`config.mk`:
```
export PLATFORM = sky130hd
export DESIGN_NAME = wpt_unit
export DESIGN_NICKNAME = d
export VERILOG_FILES = /design/src/rtl/wpt_pkg.sv /design/src/rtl/wpt_slot_match.sv /design/src/rtl/wpt_ctrl_reg.sv /design/src/rtl/wpt_status.sv /design/src/rtl/wpt_unit.sv
export SDC_FILE = /design/constraint.sdc
export NUM_CORES = 1
export LEC_CHECK = 0
export ABC_AREA = 1
export BUFFER_PORTS_ARGS = -buffer_cell sky130_fd_sc_hd__buf_2
export CAP_MARGIN = 20
export CORE_MARGIN = 4
export CORE_UTILIZATION = 50
export CTS_CLUSTER_DIAMETER = 30
export CTS_CLUSTER_SIZE = 28
export DETAILED_ROUTE_END_ITERATION = 8
export PLACE_DENSITY_LB_ADDON = 0.08
export SLEW_MARGIN = 0
export SYNTH_ARGS = -nofsm -noshare
export SYNTH_HDL_FRONTEND = slang
export SYNTH_SLANG_ARGS = --single-unit
```
`constraint.sdc`:
```
create_clock -name clk -period 9.8 [get_ports clk]
set_clock_uncertainty 0.1 [all_clocks]
set_input_delay 0.98 -clock clk [delete_from_list [all_inputs] [get_ports clk]]
set_output_delay 0.98 -clock clk [all_outputs]
set_load 0.02 [all_outputs]
```
`src/rtl/wpt_pkg.sv`:
```
// Package: shared constants and types for the watchpoint match unit.
// Assumes at most four slots so that the enable bits fit below bit 8.
package wpt_pkg;

    typedef enum logic [1:0] {
        KIND_FETCH = 2'b00,
        KIND_WRITE = 2'b01,
        KIND_READ  = 2'b10,
        KIND_IO    = 2'b11
    } acc_kind_e;

    // Type codes held in the low half of a slot field
    localparam logic [1:0] TYP_EXEC  = 2'b00;
    localparam logic [1:0] TYP_WR    = 2'b01;
    localparam logic [1:0] TYP_IO    = 2'b10;
    localparam logic [1:0] TYP_RW    = 2'b11;

    // Length codes held in the high half of a slot field
    localparam logic [1:0] LEN_B1    = 2'b00;
    localparam logic [1:0] LEN_B2    = 2'b01;
    localparam logic [1:0] LEN_B8    = 2'b10;
    localparam logic [1:0] LEN_B4    = 2'b11;

    localparam int FIELD_BASE = 16;
    localparam int FIELD_W    = 4;
    localparam int EXACT_LO   = 8;
    localparam int EXACT_HI   = 9;
    localparam int RSVD_LO    = 10;
    localparam int RSVD_HI    = 15;

    // Register select codes
    localparam int SEL_W      = 3;
    localparam logic [SEL_W-1:0] SEL_STATUS = 3'd4;
    localparam logic [SEL_W-1:0] SEL_CTRL   = 3'd5;

endpackage

```
`src/rtl/wpt_slot_match.sv`:
```
// Module: one watch slot comparator.
// Decides, combinationally, whether the current access hits this slot.
// Assumes the field is {len[1:0], type[1:0]} and the slot is already
// known to be enabled through the enabled input.
module wpt_slot_match
    import wpt_pkg::*;
#(
    parameter int ADDR_W = 32
) (
    input  logic [ADDR_W-1:0] slot_addr,
    input  logic [FIELD_W-1:0] field,
    input  logic              enabled,
    input  logic              wide_mode,
    input  logic              acc_valid,
    input  logic [ADDR_W-1:0] acc_addr,
    input  logic [1:0]        acc_kind,
    output logic              hit
);

    logic [1:0]        typ;
    logic [1:0]        len;
    logic [ADDR_W-1:0] ign_mask;
    logic              kind_ok;
    logic              len_ok;
    logic              addr_ok;

    assign typ = field[1:0];
    assign len = field[3:2];

    // Purpose: pick the low address bits that the length code ignores
    always_comb begin
        ign_mask = '0;
        len_ok   = 1'b1;
        unique case (len)
            LEN_B1: ign_mask = '0;
            LEN_B2: ign_mask = ADDR_W'(1);
            LEN_B4: ign_mask = ADDR_W'(3);
            LEN_B8: begin
                ign_mask = ADDR_W'(7);
                len_ok   = wide_mode;
            end
            default: ign_mask = '0;
        endcase
    end

    // Purpose: decide whether the access kind is accepted by the type code
    always_comb begin
        unique case (typ)
            TYP_EXEC: kind_ok = (acc_kind == KIND_FETCH);
            TYP_WR:   kind_ok = (acc_kind == KIND_WRITE);
            TYP_RW:   kind_ok = (acc_kind == KIND_WRITE) || (acc_kind == KIND_READ);
            TYP_IO:   kind_ok = (acc_kind == KIND_IO);
            default:  kind_ok = 1'b0;
        endcase
    end

    assign addr_ok = ((acc_addr ^ slot_addr) & ~ign_mask) == '0;
    assign hit     = acc_valid && enabled && len_ok && kind_ok && addr_ok;

endmodule

```
`src/rtl/wpt_ctrl_reg.sv`:
```
// Module: control register with reserved-bit masking and task-switch
// clearing of the local enables. Assumes NSLOT <= 4.
module wpt_ctrl_reg
    import wpt_pkg::*;
#(
    parameter int NSLOT  = 4,
    parameter int CTRL_W = FIELD_BASE + FIELD_W * NSLOT
) (
    input  logic              clk,
    input  logic              rst_n,
    input  logic              wr_en,
    input  logic [CTRL_W-1:0] wdata,
    input  logic              task_switch,
    output logic [CTRL_W-1:0] ctrl_q
);

    function automatic logic [CTRL_W-1:0] keep_mask_f();
        logic [CTRL_W-1:0] m;
        m = '0;
        for (int i = 0; i < 2 * NSLOT; i++) m[i] = 1'b1;
        m[EXACT_LO] = 1'b1;
        m[EXACT_HI] = 1'b1;
        for (int i = FIELD_BASE; i < CTRL_W; i++) m[i] = 1'b1;
        return m;
    endfunction

    function automatic logic [CTRL_W-1:0] local_mask_f();
        logic [CTRL_W-1:0] m;
        m = '0;
        for (int i = 0; i < NSLOT; i++) m[2*i] = 1'b1;
        return m;
    endfunction

    localparam logic [CTRL_W-1:0] KEEP_MASK  = keep_mask_f();
    localparam logic [CTRL_W-1:0] LOCAL_MASK = local_mask_f();

    logic [CTRL_W-1:0] base_val;
    logic [CTRL_W-1:0] next_val;

    // Purpose: merge a software write with the task-switch clear
    always_comb begin
        base_val = wr_en ? (wdata & KEEP_MASK) : ctrl_q;
        next_val = task_switch ? (base_val & ~LOCAL_MASK) : base_val;
    end

    // Purpose: hold the control value
    always_ff @(posedge clk) begin
        if (!rst_n) ctrl_q <= '0;
        else        ctrl_q <= next_val;
    end

endmodule

```
`src/rtl/wpt_status.sv`:
```
// Module: sticky status bits and the registered trap pulse.
// Assumes hits are valid combinationally in the access cycle.
module wpt_status #(
    parameter int NSLOT = 4
) (
    input  logic             clk,
    input  logic             rst_n,
    input  logic             wr_en,
    input  logic [NSLOT-1:0] wdata,
    input  logic [NSLOT-1:0] hits,
    output logic [NSLOT-1:0] status_q,
    output logic             trap_q
);

    // Purpose: load written status, OR in this cycle's hits, raise trap
    always_ff @(posedge clk) begin
        if (!rst_n) begin
            status_q <= '0;
            trap_q   <= 1'b0;
        end else begin
            status_q <= (wr_en ? wdata : status_q) | hits;
            trap_q   <= |hits;
        end
    end

endmodule

```
`src/rtl/wpt_unit.sv`:
```
// Module: top of the watchpoint match unit.
// Holds the slot addresses, instantiates one comparator per slot and
// provides the register port. Assumes DATA_W >= ADDR_W and DATA_W >= CTRL_W.
module wpt_unit
    import wpt_pkg::*;
#(
    parameter int NSLOT  = 4,
    parameter int ADDR_W = 32,
    parameter int DATA_W = 32
) (
    input  logic              clk,
    input  logic              rst_n,
    input  logic              reg_we,
    input  logic [SEL_W-1:0]  reg_sel,
    input  logic [DATA_W-1:0] reg_wdata,
    output logic [DATA_W-1:0] reg_rdata,
    input  logic              acc_valid,
    input  logic [ADDR_W-1:0] acc_addr,
    input  logic [1:0]        acc_kind,
    input  logic              wide_mode,
    input  logic              task_switch,
    output logic              trap,
    output logic [NSLOT-1:0]  status
);

    localparam int CTRL_W = FIELD_BASE + FIELD_W * NSLOT;

    logic [ADDR_W-1:0] slot_addr_q [NSLOT];
    logic [CTRL_W-1:0] ctrl_q;
    logic [NSLOT-1:0]  hits;
    logic [NSLOT-1:0]  status_q;
    logic              ctrl_we;
    logic              status_we;

    assign ctrl_we   = reg_we && (reg_sel == SEL_CTRL);
    assign status_we = reg_we && (reg_sel == SEL_STATUS);

    genvar g;
    generate
        for (g = 0; g < NSLOT; g++) begin : g_slot
            logic addr_we;
            assign addr_we = reg_we && (reg_sel == SEL_W'(g));

            // Purpose: hold this slot's watch address
            always_ff @(posedge clk) begin
                if (!rst_n)       slot_addr_q[g] <= '0;
                else if (addr_we) slot_addr_q[g] <= reg_wdata[ADDR_W-1:0];
            end

            wpt_slot_match #(.ADDR_W(ADDR_W)) u_match (
                .slot_addr (slot_addr_q[g]),
                .field     (ctrl_q[FIELD_BASE + FIELD_W*g +: FIELD_W]),
                .enabled   (|ctrl_q[2*g +: 2]),
                .wide_mode (wide_mode),
                .acc_valid (acc_valid),
                .acc_addr  (acc_addr),
                .acc_kind  (acc_kind),
                .hit       (hits[g])
            );
        end
    endgenerate

    wpt_ctrl_reg #(.NSLOT(NSLOT), .CTRL_W(CTRL_W)) u_ctrl (
        .clk         (clk),
        .rst_n       (rst_n),
        .wr_en       (ctrl_we),
        .wdata       (reg_wdata[CTRL_W-1:0]),
        .task_switch (task_switch),
        .ctrl_q      (ctrl_q)
    );

    wpt_status #(.NSLOT(NSLOT)) u_status (
        .clk      (clk),
        .rst_n    (rst_n),
        .wr_en    (status_we),
        .wdata    (reg_wdata[NSLOT-1:0]),
        .hits     (hits),
        .status_q (status_q),
        .trap_q   (trap)
    );

    assign status = status_q;

    // Purpose: register read multiplexer
    always_comb begin
        reg_rdata = '0;
        if (reg_sel == SEL_CTRL)
            reg_rdata = {{(DATA_W-CTRL_W){1'b0}}, ctrl_q};
        else if (reg_sel == SEL_STATUS)
            reg_rdata = {{(DATA_W-NSLOT){1'b0}}, status_q};
        else
            for (int i = 0; i < NSLOT; i++)
                if (reg_sel == SEL_W'(i))
                    reg_rdata = {{(DATA_W-ADDR_W){1'b0}}, slot_addr_q[i]};
    end

endmodule

```
==> flow_metrics.tcl <==
set metrics [dict create \
    status "completed" \
    nFillCells 1658 \
    max_clock_freq_mhz 218 \
    worst_pin_slew_ns 0.986 \
    holdPathEnd "u_status.status_q[2]" \
    fin_setup_tns_ns 0 \
    synth_area_mm2 0.00895 \
    rsz0062_at_grt "false" \
    clkSlewWorstSetupHoldPaths_ns 0.07 \
    overflow 0 \
    r2r_end "u_status.trap_q" \
    critPathLaunchType "input port" \
    cts_resized 0 \
    dpl_cell_area_mm2 0.00974 \
    ys_seq_area_share_pct 49.9 \
    avgSynthCellArea_um2 7.86 \
    cts_tree "done" \
    hold_buffers 0 \
    syn_nets 1217 \
    synth_top_area_share_pct 42.9 \
    power_frac_seq_pct 45.7 \
    async_flop_share_pct 0 \
    dieArea_mm2 0.0201 \
    dieWidth_um 142 \
    worst-path-max-fanout 21 \
    grt_max_degree 53 \
    max-vdd-ir-drop_uv 133 \
    p_leak_nw 4.71 \
    p_switching_uw 486 \
    clk_path_buf_depth 2 \
    ios 112 \
    core_mm2 0.0174 \
    slew_headroom_pct 34.2 \
    critical_path_required_ns 8.72 \
    initial_core_util_pct 51.4 \
    hp-class "reg2reg" \
    io_buffers 111 \
    dp_hpwl_um 22700 \
    drv_cap 0 \
    power_frac_comb_pct 14.4 \
    clock-root-buffer "clkbuf_16" \
    setup_viol 0 \
    arrival_ns 3.51 \
    syn2layout_area_growth_pct 16.0 \
    ys_warn_count 0 \
    yosys_most_used_dff "edfxtp_1" \
    worst_setup_path_end_kind "primary output" \
    yosys-top-cells-area "edfxtp_1 (43%), nand2_1 (11%), nor2_1 (9.0%)" \
    crit_type "in2out" \
    numPlacedInstances 1446 \
    fin_nets 1319 \
    grt_util_all_layers_pct 31.7 \
    cts.sinks 159 \
    vias_per_cell 5.59 \
    final_max_slew_viol_count 0 \
    multi_input_area_mm2 0.00365 \
    clock_latency_ns 0.43 \
    postRouteAntennaNets 0 \
    reg2reg_from "slot_addr_q[3][27]" \
    drt_iter0_markers 1019 \
    reg2reg_depth 9 \
    synth_largest_area_cell "edfxtp_1" \
    fin_hold_ws_ns 0.429 \
    synth.most_common_cell "nand2_1" \
    synth-edff-count 128 \
    die-height_um 142 \
    ys_types 28 \
    layout.cells.non_filler 1479 \
    ys_top_cells_by_count "nand2_1 (253), nor2_1 (215), inv_1 (186)" \
    drcViolationCount 0 \
    grt_pass1_wl_um 46700 \
    first_pass_iters 6 \
    finalHoldViolations 0 \
    fin_crit_sh_pct 46.8 \
    gp_congestion 1.01 \
    finish.instance_area_mm2 0.0104 \
    htreeDepth 4 \
    p_int_mw 1.27 \
    antenna_found_initial 0 \
    rrSetupSlack_ns 7.78 \
    drive_gt1_share_pct 13.2 \
    wire_per_inst_um 21.3 \
    diodes 0 \
    clockPowerShare_pct 39.9 \
    cts_buffers 17 \
    p_sw_share_pct 27.7 \
    final-seq-area_mm2 0.00446 \
    hold_depth 2 \
    vias 8268 \
    powerDensity_mw_per_mm2 169 \
    postCtsSetupBuffers 0 \
    layout_min_cycle_time_ns 4.59 \
    min_from "u_status.status_q[2]" \
    grt_pass1_vias 7897 \
    netlist_instances 1139 \
    row_count 48 \
    ys_ff_latch 159 \
    routed_wl_um 31500 \
]
==> flip-flops by register name, indices dropped and copies added (netlist names) <==
signal,cells
u_status.status_q,4
u_status.trap_q,1
slot_addr_q,128
u_ctrl.ctrl_q,26
==> worst max path at each step <==
stage	startpoint	endpoint	slack, ns	cells past startpoint
5_1_grt	reg_sel[2]	reg_rdata[8]	5.02	9
6_report	reg_sel[2]	reg_rdata[8]	5.21	9
4_1_cts	reg_sel[2]	reg_rdata[2]	5.32	9
3_3_place_gp	reg_sel[2]	reg_rdata[8]	5.42	9
2_1_floorplan	reg_sel[1]	slot_addr_q[3][0]	5.39	5
3_5_place_dp	reg_sel[2]	reg_rdata[2]	5.32	9
==> worst max-delay path: stages <==
cell	delay (ns)
buf_2	0.12
inv_1	0.11
nand3_1	0.61
inv_1	1.01
nand2_1	0.12
o21ai_0	0.13
a211oi_1	0.08
o22ai_1	0.15
buf_2	0.19
==> placed cells by master, fill, tap and decap left out, types with 2 or more instances in the layout <==
cell        synthesis  layout
nand2_1           253     253
nor2_1            215     215
inv_1             186     186
edfxtp_1          128     128
buf_2              15     111
o21ai_0            67      63
xnor2_1            51      51
a21oi_1            41      41
o22ai_1            34      34
dfxtp_1            31      31
nand3_1            19      19
nand4_1            17      17
clkbuf_16           0      17
a221oi_1           14      14
a211oi_1           12      12
buf_4               0       9
o211ai_1            8       8
xor2_1              8       8
inv_2               5       5
o21ai_4             0       4
ha_1                3       3
inv_6               0       3
bufinv_16           0       3
or2_2               2       2
clkbuf_1           22       2
clkinvlp_4          0       2
clkbuf_8            0       2
clkinv_4            0       2
==> kinds of logic (layout without fill, tap and decap cells) <==
kind of cell,Yosys count,count (layout),synth area share (%)
AND/OR/NAND/NOR,510,510,22.4
buffers and inverters,229,344,9.81
AO/OA/AOI/OAI,179,179,11.7
flip-flops,159,159,49.9
XOR/XNOR,59,59,5.77
adder cells (fa/ha/maj),3,3,0.419
==> layer usage <==
layer	GRT usage [%]	wire length [µm]	share of wire, %
met5	0	0	0
met4	13.0	990	3.1
met3	4.65	3300	10
met2	50.3	14500	46
met1	43.7	12700	40
==> stage by stage <==
stage | util [%] | worst slack (ns) | power (mW)
detailed placement | 55.9 | 5.32 | 1.06
CTS | 59.4 | 5.32 | 1.75
global route | 59.6 | 5.02 | 1.81
global placement | 55.9 | 5.42 | 1.06
floorplan | - | 5.39 | 0.957
finish | 59.6 | 5.21 | 1.76
==> power groups by stage <==
stage / registers (mW) / logic [mW] / clock network, mW
2_1_floorplan: 0.806 / 0.151 / 0
3_3_place_gp: 0.816 / 0.246 / 0
3_5_place_dp: 0.816 / 0.248 / 0
4_1_cts: 0.802 / 0.249 / 0.699
5_1_grt: 0.806 / 0.276 / 0.729
6_report: 0.802 / 0.253 / 0.699
==> layout make-up <==
type                       instances  share of cell area, %
timing repair buffer             121                   6.27
inverter                         191                   6.91
clock inverter                    11                   1.48
tap                              225                   2.71
clock buffer                      21                   4.44
multi-input combinational        751                   35.2
sequential                       159                   43.0
Note: power is estimated with default switching activity, not from simulation.
